==> src/rtl/jsc_pkg.sv <==
// Package: shared defaults and counter index layout for the job slot
// activity counter unit. Assumes the index layout is a pure function of
// the slot count.
package jsc_pkg;

    localparam int unsigned DEF_SLOTS = 3;
    localparam int unsigned DEF_CNT_W = 32;

    // Total number of counters for a given slot count.
    function automatic int unsigned num_counters(input int unsigned slots);
        return 2 + 2 * slots;
    endfunction

    // Index of the overall-active counter.
    function automatic int unsigned idx_overall();
        return 0;
    endfunction

    // Index of the active counter of a slot.
    function automatic int unsigned idx_slot_active(input int unsigned slots, input int unsigned s);
        return 1 + (s % slots);
    endfunction

    // Index of the interrupt-pending counter.
    function automatic int unsigned idx_irq(input int unsigned slots);
        return 1 + slots;
    endfunction

    // Index of the task counter of a slot.
    function automatic int unsigned idx_slot_task(input int unsigned slots, input int unsigned s);
        return 2 + slots + (s % slots);
    endfunction

endpackage

==> src/rtl/jsc_event_qual.sv <==
// Event qualifier: turns the raw dispatcher flags into one increment
// request per counter. Purely combinational. Assumes the inputs are
// synchronous to the counter clock.
module jsc_event_qual
    import jsc_pkg::*;
#(
    parameter int unsigned NUM_SLOTS = DEF_SLOTS,
    localparam int unsigned NCNT = num_counters(NUM_SLOTS)
) (
    input  logic [NUM_SLOTS-1:0] work_queued_i,
    input  logic                 prof_cnt_en_i,
    input  logic [NUM_SLOTS-1:0] chain_run_i,
    input  logic                 irq_pend_i,
    input  logic [NUM_SLOTS-1:0] task_issue_i,
    output logic [NCNT-1:0]      inc_o
);

    // Overall activity: any queued work or the profiling count enable.
    assign inc_o[idx_overall()] = (|work_queued_i) | prof_cnt_en_i;

    // Interrupt pending cycles.
    assign inc_o[idx_irq(NUM_SLOTS)] = irq_pend_i;

    // Per-slot active and task requests.
    for (genvar s = 0; s < NUM_SLOTS; s++) begin : g_slot
        assign inc_o[idx_slot_active(NUM_SLOTS, s)] = chain_run_i[s];
        assign inc_o[idx_slot_task(NUM_SLOTS, s)]   = task_issue_i[s];
    end

endmodule

==> src/rtl/jsc_sat_counter.sv <==
// Saturating up-counter with a synchronous clear that takes priority over
// an increment. Assumes at most one increment per cycle.
module jsc_sat_counter #(
    parameter int unsigned W = 32
) (
    input  logic         clk,
    input  logic         rst_n,
    input  logic         clr_i,
    input  logic         inc_i,
    output logic [W-1:0] cnt_o
);

    localparam logic [W-1:0] MAXV = {W{1'b1}};

    // Count state: reset, clear, or step by one below the ceiling.
    always_ff @(posedge clk) begin
        if (!rst_n) begin
            cnt_o <= '0;
        end else if (clr_i) begin
            cnt_o <= '0;
        end else if (inc_i && (cnt_o != MAXV)) begin
            cnt_o <= cnt_o + 1'b1;
        end
    end

    AST_CLEAR_WINS: assert property (@(posedge clk) disable iff (!rst_n)
        clr_i |=> (cnt_o == '0));

    AST_SAT_HOLD: assert property (@(posedge clk) disable iff (!rst_n)
        (!clr_i && cnt_o == MAXV) |=> (cnt_o == MAXV));

    AST_IDLE_HOLD: assert property (@(posedge clk) disable iff (!rst_n)
        (!clr_i && !inc_i) |=> $stable(cnt_o));

endmodule

==> src/rtl/jsc_read_port.sv <==
// Registered read port: samples the counter index and returns the chosen
// counter one cycle later. Assumes counters are given as a packed array.
module jsc_read_port #(
    parameter int unsigned NCNT  = 8,
    parameter int unsigned W     = 32,
    localparam int unsigned IDX_W = (NCNT > 1) ? $clog2(NCNT) : 1
) (
    input  logic                   clk,
    input  logic                   rst_n,
    input  logic [IDX_W-1:0]       rd_idx_i,
    input  logic [NCNT-1:0][W-1:0] cnt_i,
    output logic [W-1:0]           rd_data_o
);

    logic [W-1:0] sel_val;

    // Select: full index space needs no range check; otherwise return zero.
    if (NCNT == (2 ** IDX_W)) begin : g_full
        assign sel_val = cnt_i[rd_idx_i];
    end else begin : g_partial
        always_comb begin
            sel_val = '0;
            for (int i = 0; i < NCNT; i++) begin
                if (rd_idx_i == IDX_W'(i)) sel_val = cnt_i[i];
            end
        end
    end

    // Output register for the read data.
    always_ff @(posedge clk) begin
        if (!rst_n) rd_data_o <= '0;
        else        rd_data_o <= sel_val;
    end

endmodule

==> src/rtl/jsc_top.sv <==
// Job slot activity counter unit: overall-active, per-slot active,
// interrupt-pending and per-slot task counters with a shared clear and a
// one-cycle-latency read port. Assumes all inputs are synchronous.
module jsc_top
    import jsc_pkg::*;
#(
    parameter int unsigned NUM_SLOTS = DEF_SLOTS,
    parameter int unsigned CNT_W     = DEF_CNT_W,
    localparam int unsigned NCNT  = num_counters(NUM_SLOTS),
    localparam int unsigned IDX_W = $clog2(NCNT)
) (
    input  logic                 clk,
    input  logic                 rst_n,
    input  logic [NUM_SLOTS-1:0] work_queued_i,
    input  logic                 prof_cnt_en_i,
    input  logic [NUM_SLOTS-1:0] chain_run_i,
    input  logic                 irq_pend_i,
    input  logic [NUM_SLOTS-1:0] task_issue_i,
    input  logic                 clr_i,
    input  logic [IDX_W-1:0]     rd_idx_i,
    output logic [CNT_W-1:0]     rd_data_o
);

    localparam logic [CNT_W-1:0] MAXV = {CNT_W{1'b1}};

    logic [NCNT-1:0]            inc;
    logic [NCNT-1:0][CNT_W-1:0] cnt;

    jsc_event_qual #(.NUM_SLOTS(NUM_SLOTS)) u_qual (
        .work_queued_i (work_queued_i),
        .prof_cnt_en_i (prof_cnt_en_i),
        .chain_run_i   (chain_run_i),
        .irq_pend_i    (irq_pend_i),
        .task_issue_i  (task_issue_i),
        .inc_o         (inc)
    );

    // One saturating counter per event source.
    for (genvar i = 0; i < NCNT; i++) begin : g_cnt
        jsc_sat_counter #(.W(CNT_W)) u_cnt (
            .clk   (clk),
            .rst_n (rst_n),
            .clr_i (clr_i),
            .inc_i (inc[i]),
            .cnt_o (cnt[i])
        );
    end

    jsc_read_port #(.NCNT(NCNT), .W(CNT_W)) u_rd (
        .clk       (clk),
        .rst_n     (rst_n),
        .rd_idx_i  (rd_idx_i),
        .cnt_i     (cnt),
        .rd_data_o (rd_data_o)
    );

    AST_OVERALL_STEP: assert property (@(posedge clk) disable iff (!rst_n)
        (!clr_i && ((|work_queued_i) || prof_cnt_en_i) && cnt[idx_overall()] != MAXV)
        |=> (cnt[idx_overall()] == CNT_W'($past(cnt[idx_overall()]) + 1'b1)));

    AST_IRQ_STEP: assert property (@(posedge clk) disable iff (!rst_n)
        (!clr_i && irq_pend_i && cnt[idx_irq(NUM_SLOTS)] != MAXV)
        |=> (cnt[idx_irq(NUM_SLOTS)] == CNT_W'($past(cnt[idx_irq(NUM_SLOTS)]) + 1'b1)));

    AST_SLOT0_STEP: assert property (@(posedge clk) disable iff (!rst_n)
        (!clr_i && chain_run_i[0] && cnt[idx_slot_active(NUM_SLOTS, 0)] != MAXV)
        |=> (cnt[idx_slot_active(NUM_SLOTS, 0)] ==
             CNT_W'($past(cnt[idx_slot_active(NUM_SLOTS, 0)]) + 1'b1)));

    AST_READ_CLEAR: assert property (@(posedge clk) disable iff (!rst_n)
        $past(clr_i) |=> (rd_data_o == '0));

endmodule

==> config.mk <==
export PLATFORM = sky130hd
export DESIGN_NAME = jsc_top
export DESIGN_NICKNAME = d
export VERILOG_FILES = /design/src/rtl/jsc_pkg.sv /design/src/rtl/jsc_event_qual.sv /design/src/rtl/jsc_sat_counter.sv /design/src/rtl/jsc_read_port.sv /design/src/rtl/jsc_top.sv
export SDC_FILE = /design/constraint.sdc
export NUM_CORES = 1
export LEC_CHECK = 0
export ABC_AREA = 1
export BUFFER_PORTS_ARGS = -buffer_cell sky130_fd_sc_hd__buf_2
export CAP_MARGIN = 15
export CORE_MARGIN = 3
export CORE_UTILIZATION = 25
export DETAILED_ROUTE_END_ITERATION = 8
export SLEW_MARGIN = 40
export SYNTH_ARGS = -nofsm -noshare
export SYNTH_HDL_FRONTEND = slang
export SYNTH_SLANG_ARGS = --single-unit
==> constraint.sdc <==
create_clock -name clk -period 1.7 [get_ports clk]
set_input_delay 0.085 -clock clk [delete_from_list [all_inputs] [get_ports clk]]
set_output_delay 0.085 -clock clk [all_outputs]
set_load 0.005 [all_outputs]
==> flow_summary.json, run 1 <==
{
  "status": "completed",
  "syn_inst": 3040,
  "hold_violations": 0,
  "n_fill_cell": 7699,
  "worst_pin_slew_ps": 664,
  "r2r-end": "g_cnt[5].u_cnt.cnt_o[25]$_SDFFE_PP0P_",
  "grt_first_pass_wirelength_um": 102000,
  "finalInstanceArea_um2": 24000,
  "r2r_start": "g_cnt[5].u_cnt.cnt_o[1]$_SDFFE_PP0P_",
  "path_clk_slew_ps": 60,
  "maxCapViolCount": 0,
  "grt_overflow": 0,
  "powerDensity_nw_per_um2": 681,
  "drt_wl_total_um": 68300,
  "worst_clock_skew_ps": 33.5,
  "vdd_drop_max_uv": 636,
  "min_from": "task_issue_i[0]",
  "synth_top_area_share_pct": 32.2,
  "synth_fp_nets": 3065,
  "postPlaceCellArea_um2": 21200,
  "hpwl_um": 51500,
  "cts_tree": "done",
  "synth_largest_area_cell": "dfxtp_1",
  "routedWlPerCell_um": 15.8,
  "drt_iter0_drc": 1712,
  "grt_setup_unrepaired": "yes",
  "hold_ws_ps": 62.5,
  "r2r_slack_ps": 60,
  "netlist_area_um2": 17900,
  "synth-seq-cells": 288,
  "die_h_um": 274,
  "drive_above_1_share_pct": 22.1,
  "min_path_cells": 5,
  "vias_per_cell": 4.79,
  "grt_max_degree": 121,
  "layout_common_cells": "nand2_1 (679), nor2_1 (665), buf_4 (300)",
  "nets": 3388,
  "final_common_cell": "nand2_1",
  "required_ps": 2150,
  "maxSlewViolCount": 0,
  "finalSetupViolations": 0,
  "clockBufferDepth": 3,
  "die_x_um": 274,
  "synth_edf_count": 0,
  "maxSlewHeadroom_pct": 55.3,
  "io-pin-count": 49,
  "cp_data_arrival_time_ps": 2100,
  "grt_pass1_vias": 18051,
  "yosysUniqueCellTypes": 36,
  "clock_sinks": 288,
  "dr.pass1.iters": 6,
  "areaGrowthSynthToFinish_pct": 33.8,
  "final_cells": 4332,
  "synth_flop_cell": "dfxtp_1",
  "yosysWarnings": 0,
  "fin_crit_sh_pct": 96.6,
  "grt_usage_pct": 17.2,
  "holdPathEnd": "g_cnt[5].u_cnt.cnt_o[24]$_SDFFE_PP0P_",
  "cts-root-buf": "clkbuf_16",
  "cts_max_level": 2,
  "min-delay-path-class": "primary input to flip-flop",
  "placedCellCount": 4222,
  "max_freq_ghz": 0.609,
  "start_util_pct": 25.4,
  "num_rows": 97,
  "drc": 0,
  "place_congestion": 0.952,
  "dieArea_um2": 74900,
  "crit_type": "flip-flop to flip-flop",
  "startpoint_type": "flip-flop",
  "async_reset_ff_share_pct": 0,
  "clock_latency_ps": 580,
  "fp.coreArea_um2": 70500,
  "detail-route-antenna-nets": 0,
  "ys_seq_area_share_pct": 32.2,
  "syn_avg_cell_area_um2": 5.89,
  "portBuffers": 48,
  "synth_area_leaders": "dfxtp_1 (32%), nor2_1 (15%), nand2_1 (15%)",
  "ff2ff_path_depth": 9,
  "cts_inserted_buffers": 36,
  "setup_tns_ps": 0,
  "layout_min_cycle_time_ps": 1640,
  "crit_path_end_kind": "flip-flop",
  "critPathMaxFanout": 12,
  "antenna_found_initial": 2,
  "p_leak_nw": 9.30,
  "num_vias": 20744
}
-- layout make-up --
cell class                 instances  area [um^2]  share of cell area [%]
clock buffer                      47         1010                    4.22
clock inverter                    19          218                   0.908
sequential                       288         5880                    24.5
multi-input combinational       2376        11300                    47.1
timing repair buffer             399         3400                    14.2
tap                              940         1180                    4.91
antenna                            1         2.50                  0.0104
inverter                         262          985                    4.11
-- repair_timing --
action                                  in CTS  in global routing
gates resized for setup                     12                288
endpoints found under the setup margin      62                244
pin swaps                                    0                 52
cloned                                       0                 19
hold endpoints to repair                    32                  0
buffers inserted                             0                 16
hold buffers                                 8                  0
-- power breakdown --
group / leakage [nW] / total [W] / switching [W] / internal [W]
Sequential: 2.37 / 0.00688 / 0.0000588 / 0.00682
Combinational: 6.32 / 0.00129 / 0.000830 / 0.000463
Clock: 0.611 / 0.00815 / 0.00343 / 0.00472
Total: 9.30 / 0.0163 / 0.00432 / 0.0120
-- critical path, stage by stage (launching register included) --
cell	delay [ps]
dfxtp_4	370
ha_4	160
nand2_4	60
nor2_4	120
nand2_2	80
nor2_4	150
nand3_4	180
clkbuf_16	220
a21oi_1	130
nor2_1	50
-- routing by layer --
metal,global-route usage [%],up-vias,part of all wire [%]
li1,-,10483,-
met1,24.3,9537,47
met2,27.0,634,44
met3,2.55,90,7.0
met4,4.54,0,2.2
met5,0,-,0
-- registers in the layout (all words and copies together), names as in the netlist --
name               cells
u_rd.rd_data_o        32
g_cnt.u_cnt.cnt_o    256
-- logic make-up (layout without fill, tap and decap cells) --
kind of cell	Yosys count	after routing	synth area share, %
simple gates	1856	1859	43.2
compound gates	487	487	14.1
buf+inv	379	727	8.86
flops	288	288	32.2
xor+xnor	22	22	1.08
fa+ha+maj	8	8	0.559
other cells	0	1	0
-- metrics by stage --
step / total power (W) / setup WS, ps / utilization, %
6_report: 0.0163 / 57.2 / 34.0
3_5_place_dp: 0.00825 / -45.4 / 30.1
5_1_grt: 0.0169 / -45.9 / 34.0
4_1_cts: 0.0164 / 3.33 / 32.0
3_3_place_gp: 0.00825 / -27.0 / 30.1
2_1_floorplan: 0.00766 / 111 / -
-- cells in the mapped netlist (6+ instances only) --
library cell / n
nand3_2: 8
buf_1: 7
ha_1: 8
dfxtp_1: 288
inv_1: 255
buf_6: 12
nor3_1: 36
o21ai_0: 197
nor2_2: 23
or2_2: 8
clkbuf_1: 44
o22ai_1: 6
buf_2: 51
a31oi_1: 28
nand2_1: 709
a21oi_1: 240
nand3_1: 263
xor2_1: 20
a21oi_2: 11
nand3b_1: 6
nand2_2: 9
nor2_1: 730
nand4_1: 51
-- worst max path at each step --
stage	start	slack, ps	depth (start not counted)	endpoint
finish	g_cnt[5].u_cnt.cnt_o[1]$_SDFFE_PP0P_	60	9	g_cnt[5].u_cnt.cnt_o[25]$_SDFFE_PP0P_
floorplan	g_cnt[0].u_cnt.cnt_o[0]$_SDFFE_PP0P_	110	9	g_cnt[0].u_cnt.cnt_o[28]$_SDFFE_PP0P_
global route	g_cnt[5].u_cnt.cnt_o[1]$_SDFFE_PP0P_	-50	10	g_cnt[5].u_cnt.cnt_o[16]$_SDFFE_PP0P_
global placement	g_cnt[7].u_cnt.cnt_o[0]$_SDFFE_PP0P_	-30	10	g_cnt[7].u_cnt.cnt_o[1]$_SDFFE_PP0P_
detailed placement	g_cnt[7].u_cnt.cnt_o[0]$_SDFFE_PP0P_	-50	10	g_cnt[7].u_cnt.cnt_o[1]$_SDFFE_PP0P_
CTS	g_cnt[2].u_cnt.cnt_o[0]$_SDFFE_PP0P_	3	9	g_cnt[2].u_cnt.cnt_o[18]$_SDFFE_PP0P_
(Power assumes the default switching activity.)
==> inputs of run 2 (changes only) <==
--- a/config.mk
+++ b/config.mk
@@ -5,7 +5,7 @@
 export SDC_FILE = /design/constraint.sdc
 export NUM_CORES = 1
 export LEC_CHECK = 0
-export ABC_AREA = 1
+export ABC_AREA = 0
 export BUFFER_PORTS_ARGS = -buffer_cell sky130_fd_sc_hd__buf_2
 export CAP_MARGIN = 15
 export CORE_MARGIN = 3
==> constraint.sdc (replaced) <==
create_clock -name clk -period 1.44 [get_ports clk]
set_input_delay 0.072 -clock clk [delete_from_list [all_inputs] [get_ports clk]]
set_output_delay 0.072 -clock clk [all_outputs]
set_load 0.005 [all_outputs]
==> run 2 against run 1 <==
- the run now ends with negative setup slack left
- register-to-register slack got worse by 740 ps
- via count down 16%
- clock power is 7.0% higher
- synthesized cell count is 42% lower
- design area increased by 12%
- first-iteration DRC count shrank 27%
- hold slack lost 25 ps
- synthesized area down 12%
- sequential share of layout area shrank 2.2 points
- highest routed layer is now met5
==> flow_summary.json, run 2 <==
{
  "worst_clock_skew_ps": 16.9,
  "routedWlPerCell_um": 19.3,
  "largest_register": "g_cnt.u_cnt.cnt_o",
  "dieArea_um2": 65900,
  "die_h_um": 257,
  "layout_common_cells": "buf_4 (524), nand2_1 (152), dfxtp_1 (142)",
  "combinationalPowerShare_pct": 5.0,
  "drc": 0,
  "internal_power_w": 0.0135,
  "p_clk_share_pct": 49.6,
  "antenna_found_initial": 5,
  "max_freq_ghz": 0.470,
  "grt_max_degree": 48,
  "cts_max_level": 2,
  "syn_inst": 1772,
  "cp_data_arrival_time_ps": 2580,
  "min-delay-path-class": "primary input to flip-flop",
  "critPathMaxFanout": 5,
  "maxSlewHeadroom_pct": 60.6,
  "violations": "negative setup slack",
  "detail-route-antenna-nets": 0,
  "yosysUniqueCellTypes": 69,
  "finalPower_w": 0.0176,
  "areaGrowthSynthToFinish_pct": 70.5,
  "synth_area_leaders": "dfxtp_1 (37%), mux4_2 (9.0%), a21oi_1 (4.2%)",
  "setup_tns_ps": -107000,
  "hpwl_um": 44700,
  "grt_usage_pct": 17.7,
  "layout_min_cycle_time_ps": 2130,
  "status": "finished, violations left",
  "num_vias": 17476,
  "netlist_area_um2": 15700,
  "drt_iter0_drc": 1257,
  "drt_wl_total_um": 64000,
  "finalSetupViolations": 264,
  "final_util_pct": 43.2,
  "hold_ws_ps": 37.8,
  "place_congestion": 0.885,
  "startpoint_type": "flip-flop",
  "grt_setup_unrepaired": "yes",
  "p_leak_nw": 9.73,
  "powerDensity_nw_per_um2": 657,
  "yosysWarnings": 0,
  "crit_type": "flip-flop to flip-flop",
  "worst_pin_slew_ps": 589,
  "required_ps": 1900,
  "clockBufferDepth": 3,
  "synth_flop_cell": "dfxtp_1",
  "start_util_pct": 25.4,
  "vias_per_cell": 5.28,
  "fp.coreArea_um2": 61900,
  "clock_sinks": 288,
  "fin_ws_ps": -688,
  "pre_cts_ws_ps": -696,
  "cts-root-buf": "clkbuf_16",
  "n_fill_cell": 5772,
  "nets": 2472,
  "fin_crit_sh_pct": 148,
  "grt_first_pass_wirelength_um": 94500,
  "syn_avg_cell_area_um2": 8.86,
  "grt_pass1_vias": 17097,
  "cts_inserted_buffers": 35,
  "dr.pass1.iters": 5,
  "synth_edf_count": 0,
  "clock_latency_ps": 530,
  "synthTopCellsByCount": "dfxtp_1 (288), nand2_1 (159), a21oi_1 (133)",
  "vdd_drop_max_uv": 631,
  "num_rows": 91,
  "io-pin-count": 49,
  "cts_tree": "done",
  "portBuffers": 48,
  "ys_seq_area_share_pct": 36.7,
  "maxSlewViolCount": 0,
  "synth_fp_nets": 1797,
  "final_common_cell": "buf_4",
  "crit_path_end_kind": "flip-flop",
  "top_regs": "g_cnt.u_cnt.cnt_o (256), u_rd.rd_data_o (32)",
  "synth_largest_area_cell": "dfxtp_1",
  "path_clk_slew_ps": 60,
  "seq_power_share_pct": 45.4,
  "drive_above_1_share_pct": 55.8,
  "synth_top_area_share_pct": 36.7,
  "yosysMostFrequentCell": "dfxtp_1",
  "p_sw_w": 0.00412,
  "async_reset_ff_share_pct": 0,
  "grt_overflow": 0,
  "die_x_um": 257,
  "switching_share_pct": 23.4,
  "largest_register_ff_count": 256,
  "synth-seq-cells": 288,
  "hold_violations": 0,
  "maxCapViolCount": 0
}
[run 2: kinds of logic (layout without fill, tap and decap cells)]
family                     after synthesis  in the layout  synth area share, %
and+or+nand+nor                        798            801                 28.5
AOI/OAI and AO/OA                      369            371                 14.6
DFF                                    288            288                 36.7
buffers and inverters                  127            819                 3.30
muxes                                  123            123                 13.0
xor gates and xnor gates                59             59                 3.29
adders and majority gates                8              8                0.637
other                                    0              3                    0
[run 2: repair_timing]
action / 4_1_cts / 5_1_grt
endpoints found under the hold margin: 4 / 0
hold buffers: 3 / 0
pin swaps: 115 / 198
resized for setup: 167 / 381
setup buffers: 47 / 77
cloned: 11 / 12
endpoints found under the setup margin: 264 / 277
[run 2: area by class of cell]
| cell class | instances | area [um^2] | share of cell area (%) |
|---|---|---|---|
| clock inverter | 11 | 87.6 | 0.327 |
| clock buffer | 48 | 1020 | 3.80 |
| inverter | 29 | 111 | 0.416 |
| timing repair buffer | 731 | 6410 | 23.9 |
| antenna | 3 | 7.51 | 0.0280 |
| sequential | 288 | 6000 | 22.4 |
| multi-input combinational | 1362 | 12100 | 45.2 |
| tap | 837 | 1050 | 3.91 |
[run 2: per-stage QoR]
| stage | area (um^2) | instances |
|---|---|---|
| floorplan | 17200 | 1772 |
| global placement | 22400 | 3117 |
| detailed placement | 22400 | 3117 |
| CTS | 24700 | 3234 |
| global route | 26800 | 3306 |
| finish | 26800 | 3309 |
[run 2: worst paths after layout]
check,from,endpoint,slack (ps),depth (start not counted)
worst max-delay path,g_cnt[2].u_cnt.cnt_o[14]$_SDFFE_PP0P_,g_cnt[2].u_cnt.cnt_o[26]$_SDFFE_PP0P_,-690,6
worst min-delay path,task_issue_i[2],g_cnt[7].u_cnt.cnt_o[2]$_SDFFE_PP0P_,40,4
worst max register to register,g_cnt[2].u_cnt.cnt_o[14]$_SDFFE_PP0P_,g_cnt[2].u_cnt.cnt_o[26]$_SDFFE_PP0P_,-690,6
worst min register to register,g_cnt[3].u_cnt.cnt_o[14]$_SDFFE_PP0P_,g_cnt[3].u_cnt.cnt_o[14]$_SDFFE_PP0P_,490,1
[run 2: critical path, stage by stage (launching register included)]
cell and delay (ps):
dfxtp_4 360, nand4_4 110, or4_4 570, or3b_4 430, buf_12 150, or3_1 300
a21oi_1 130
[run 2: metal layers]
metal | global-route usage, % | vias up | share of wire (%)
met5 | 0 | - | 0.020
met4 | 6.00 | 2 | 3.1
met3 | 3.08 | 119 | 5.9
met2 | 29.4 | 531 | 47
met1 | 23.2 | 8681 | 43
li1 | - | 8143 | -
[run 2: power by group through the flow]
stage | Sequential [W] | Clock (W) | Combinational, W
5_1_grt | 0.00798 | 0.00918 | 0.000937
2_1_floorplan | 0.00817 | 0 | 0.000429
3_5_place_dp | 0.00817 | 0 | 0.000772
4_1_cts | 0.00799 | 0.00887 | 0.000817
3_3_place_gp | 0.00817 | 0 | 0.000754
6_report | 0.00798 | 0.00872 | 0.000884
==> inputs of run 3 (changes only) <==
--- a/config.mk
+++ b/config.mk
@@ -6,7 +6,7 @@
 export NUM_CORES = 1
 export LEC_CHECK = 0
 export ABC_AREA = 0
-export BUFFER_PORTS_ARGS = -buffer_cell sky130_fd_sc_hd__buf_2
+export BUFFER_PORTS_ARGS = -buffer_cell sky130_fd_sc_hd__clkbuf_2
 export CAP_MARGIN = 15
 export CORE_MARGIN = 3
 export CORE_UTILIZATION = 25
==> constraint.sdc (replaced) <==
create_clock -name clk -period 2.1 [get_ports clk]
set_input_delay 0.105 -clock clk [delete_from_list [all_inputs] [get_ports clk]]
set_output_delay 0.105 -clock clk [all_outputs]
set_load 0.005 [all_outputs]
==> run 3 against run 2 <==
- the flow still finishes with violations (negative setup slack)
- clock skew fell by 0.91 ps
- non-clock buffer count fell by 356
- hold slack got worse by 18 ps
- core utilization fell by 9.5 points
- routed wire length fell by 16%
- combinational power fell by 46%
- design area fell by 22%
==> flow_summary.json, run 3 (synthesized netlist as in run 2, its figures left out) <==
{
  "maxCapViolCount": 0,
  "powerDensity_nw_per_um2": 575,
  "grt_first_pass_wirelength_um": 81400,
  "areaGrowthSynthToFinish_pct": 33.1,
  "fin_ws_ps": -76.6,
  "start_util_pct": 25.4,
  "num_rows": 91,
  "grt_max_degree": 55,
  "layout_common_cells": "buf_4 (299), dfxtp_1 (267), nand2_1 (158)",
  "ff2ff_path_depth": 9,
  "required_ps": 2500,
  "n_fill_cell": 6346,
  "largest_register": "g_cnt.u_cnt.cnt_o",
  "min_path_cells": 5,
  "hold_ws_ps": 19.8,
  "clock_latency_ps": 530,
  "drt_wl_total_um": 53600,
  "maxSlewHeadroom_pct": 59.3,
  "violations": "negative setup slack",
  "routedWlPerCell_um": 18.2,
  "layout_min_cycle_time_ps": 2180,
  "maxSlewViolCount": 0,
  "nets": 2113,
  "final_common_cell": "buf_4",
  "place_congestion": 0.935,
  "clock_sinks": 288,
  "drc": 0,
  "dieArea_um2": 65900,
  "cts_max_level": 2,
  "cp_data_arrival_time_ps": 2580,
  "crit_path_end_kind": "flip-flop",
  "cts_tree": "done",
  "multi_input_area_um2": 9840,
  "io-pin-count": 49,
  "grt_usage_pct": 15.3,
  "fp.coreArea_um2": 61900,
  "cts-root-buf": "clkbuf_16",
  "die_h_um": 257,
  "critPathMaxFanout": 8,
  "status": "finished, violations left",
  "largest_register_ff_count": 256,
  "clockBufferDepth": 3,
  "placedCellCount": 2862,
  "p_leak_nw": 7.04,
  "final_cells": 2949,
  "min-delay-path-class": "primary input to flip-flop",
  "worst_clock_skew_ps": 16.0,
  "num_antenna_cells": 0,
  "crit_type": "flip-flop to flip-flop",
  "finalSetupViolations": 20,
  "path_clk_slew_ps": 60,
  "fin_crit_sh_pct": 104,
  "top_regs": "g_cnt.u_cnt.cnt_o (256), u_rd.rd_data_o (32)",
  "grt_setup_unrepaired": "yes",
  "num_vias": 15681,
  "drt_iter0_drc": 1315,
  "dr.pass1.iters": 6,
  "grt_overflow": 0,
  "worst_pin_slew_ps": 605,
  "vias_per_cell": 5.32,
  "die_x_um": 257,
  "grt_pass1_vias": 14542,
  "antenna_found_initial": 1,
  "seq_area_um2": 5800,
  "vdd_drop_max_uv": 440,
  "detail-route-antenna-nets": 0,
  "portBuffers": 48,
  "max_freq_ghz": 0.459,
  "r2r_slack_ps": -80,
  "hpwl_um": 39900,
  "startpoint_type": "flip-flop",
  "drive_above_1_share_pct": 28.9,
  "cts_inserted_buffers": 35,
  "hold_violations": 0
}
==> run 3: worst paths after layout <==
check | endpoint | startpoint
setup reg to reg | g_cnt[0].u_cnt.cnt_o[12]$_SDFFE_PP0P_ | g_cnt[0].u_cnt.cnt_o[1]$_SDFFE_PP0P_
setup / recovery | g_cnt[0].u_cnt.cnt_o[12]$_SDFFE_PP0P_ | g_cnt[0].u_cnt.cnt_o[1]$_SDFFE_PP0P_
hold reg to reg | g_cnt[4].u_cnt.cnt_o[14]$_SDFFE_PP0P_ | g_cnt[4].u_cnt.cnt_o[14]$_SDFFE_PP0P_
hold / removal | g_cnt[3].u_cnt.cnt_o[4]$_SDFFE_PP0P_ | chain_run_i[2]
==> run 3: per-stage QoR <==
| stage | area, um^2 | utilization (%) | power, W | TNS [ps] | setup WS (ps) |
|---|---|---|---|---|---|
| finish | 20900 | 33.7 | 0.0120 | -1040 | -76.6 |
| global route | 20900 | 33.7 | 0.0124 | -2580 | -134 |
| CTS | 20400 | 32.9 | 0.0121 | -113 | -45.0 |
| detailed placement | 19100 | 30.9 | 0.00607 | -275 | -83.2 |
| global placement | 19100 | 30.9 | 0.00606 | -154 | -83.2 |
| floorplan | 15800 | - | 0.00589 | -6.35 | -6.35 |
==> run 3: per-layer routing <==
layer  part of all wire [%]  global-route usage (%)
met1                     45                    21.3
met4                    4.6                    6.99
met3                    6.4                    2.06
met5                  0.024                       0
met2                     43                    23.7
==> run 3: report_power, final <==
part	leakage [nW]	internal, W	switching, W
Clock	0.565	0.00357	0.00248
Sequential	2.33	0.00548	0.0000106
Combinational	4.14	0.000191	0.000291
==> run 3: critical path, stage by stage (launching register included) <==
cell	delay, ps
dfxtp_2	350
ha_4	140
nand3_2	60
buf_6	140
or4b_4	550
nor4_4	260
buf_6	200
clkbuf_16	170
or3_1	100
a21oi_1	60
==> run 3: timing repair <==
action,CTS,global route
pin swaps,5,38
setup buffers,4,11
cloned,2,6
endpoints found under the setup margin,21,120
gates resized for setup,14,96
endpoints found under the hold margin,5,0
hold buffers,3,0
==> run 3: area by class of cell <==
cell class,count,share of cell area (%)
Sequential cell,288,27.7
Multi-Input combinational cell,1359,47.1
Timing Repair Buffer,375,14.1
Tap cell,837,5.01
Clock inverter,10,0.335
Inverter,29,0.521
Clock buffer,51,5.16
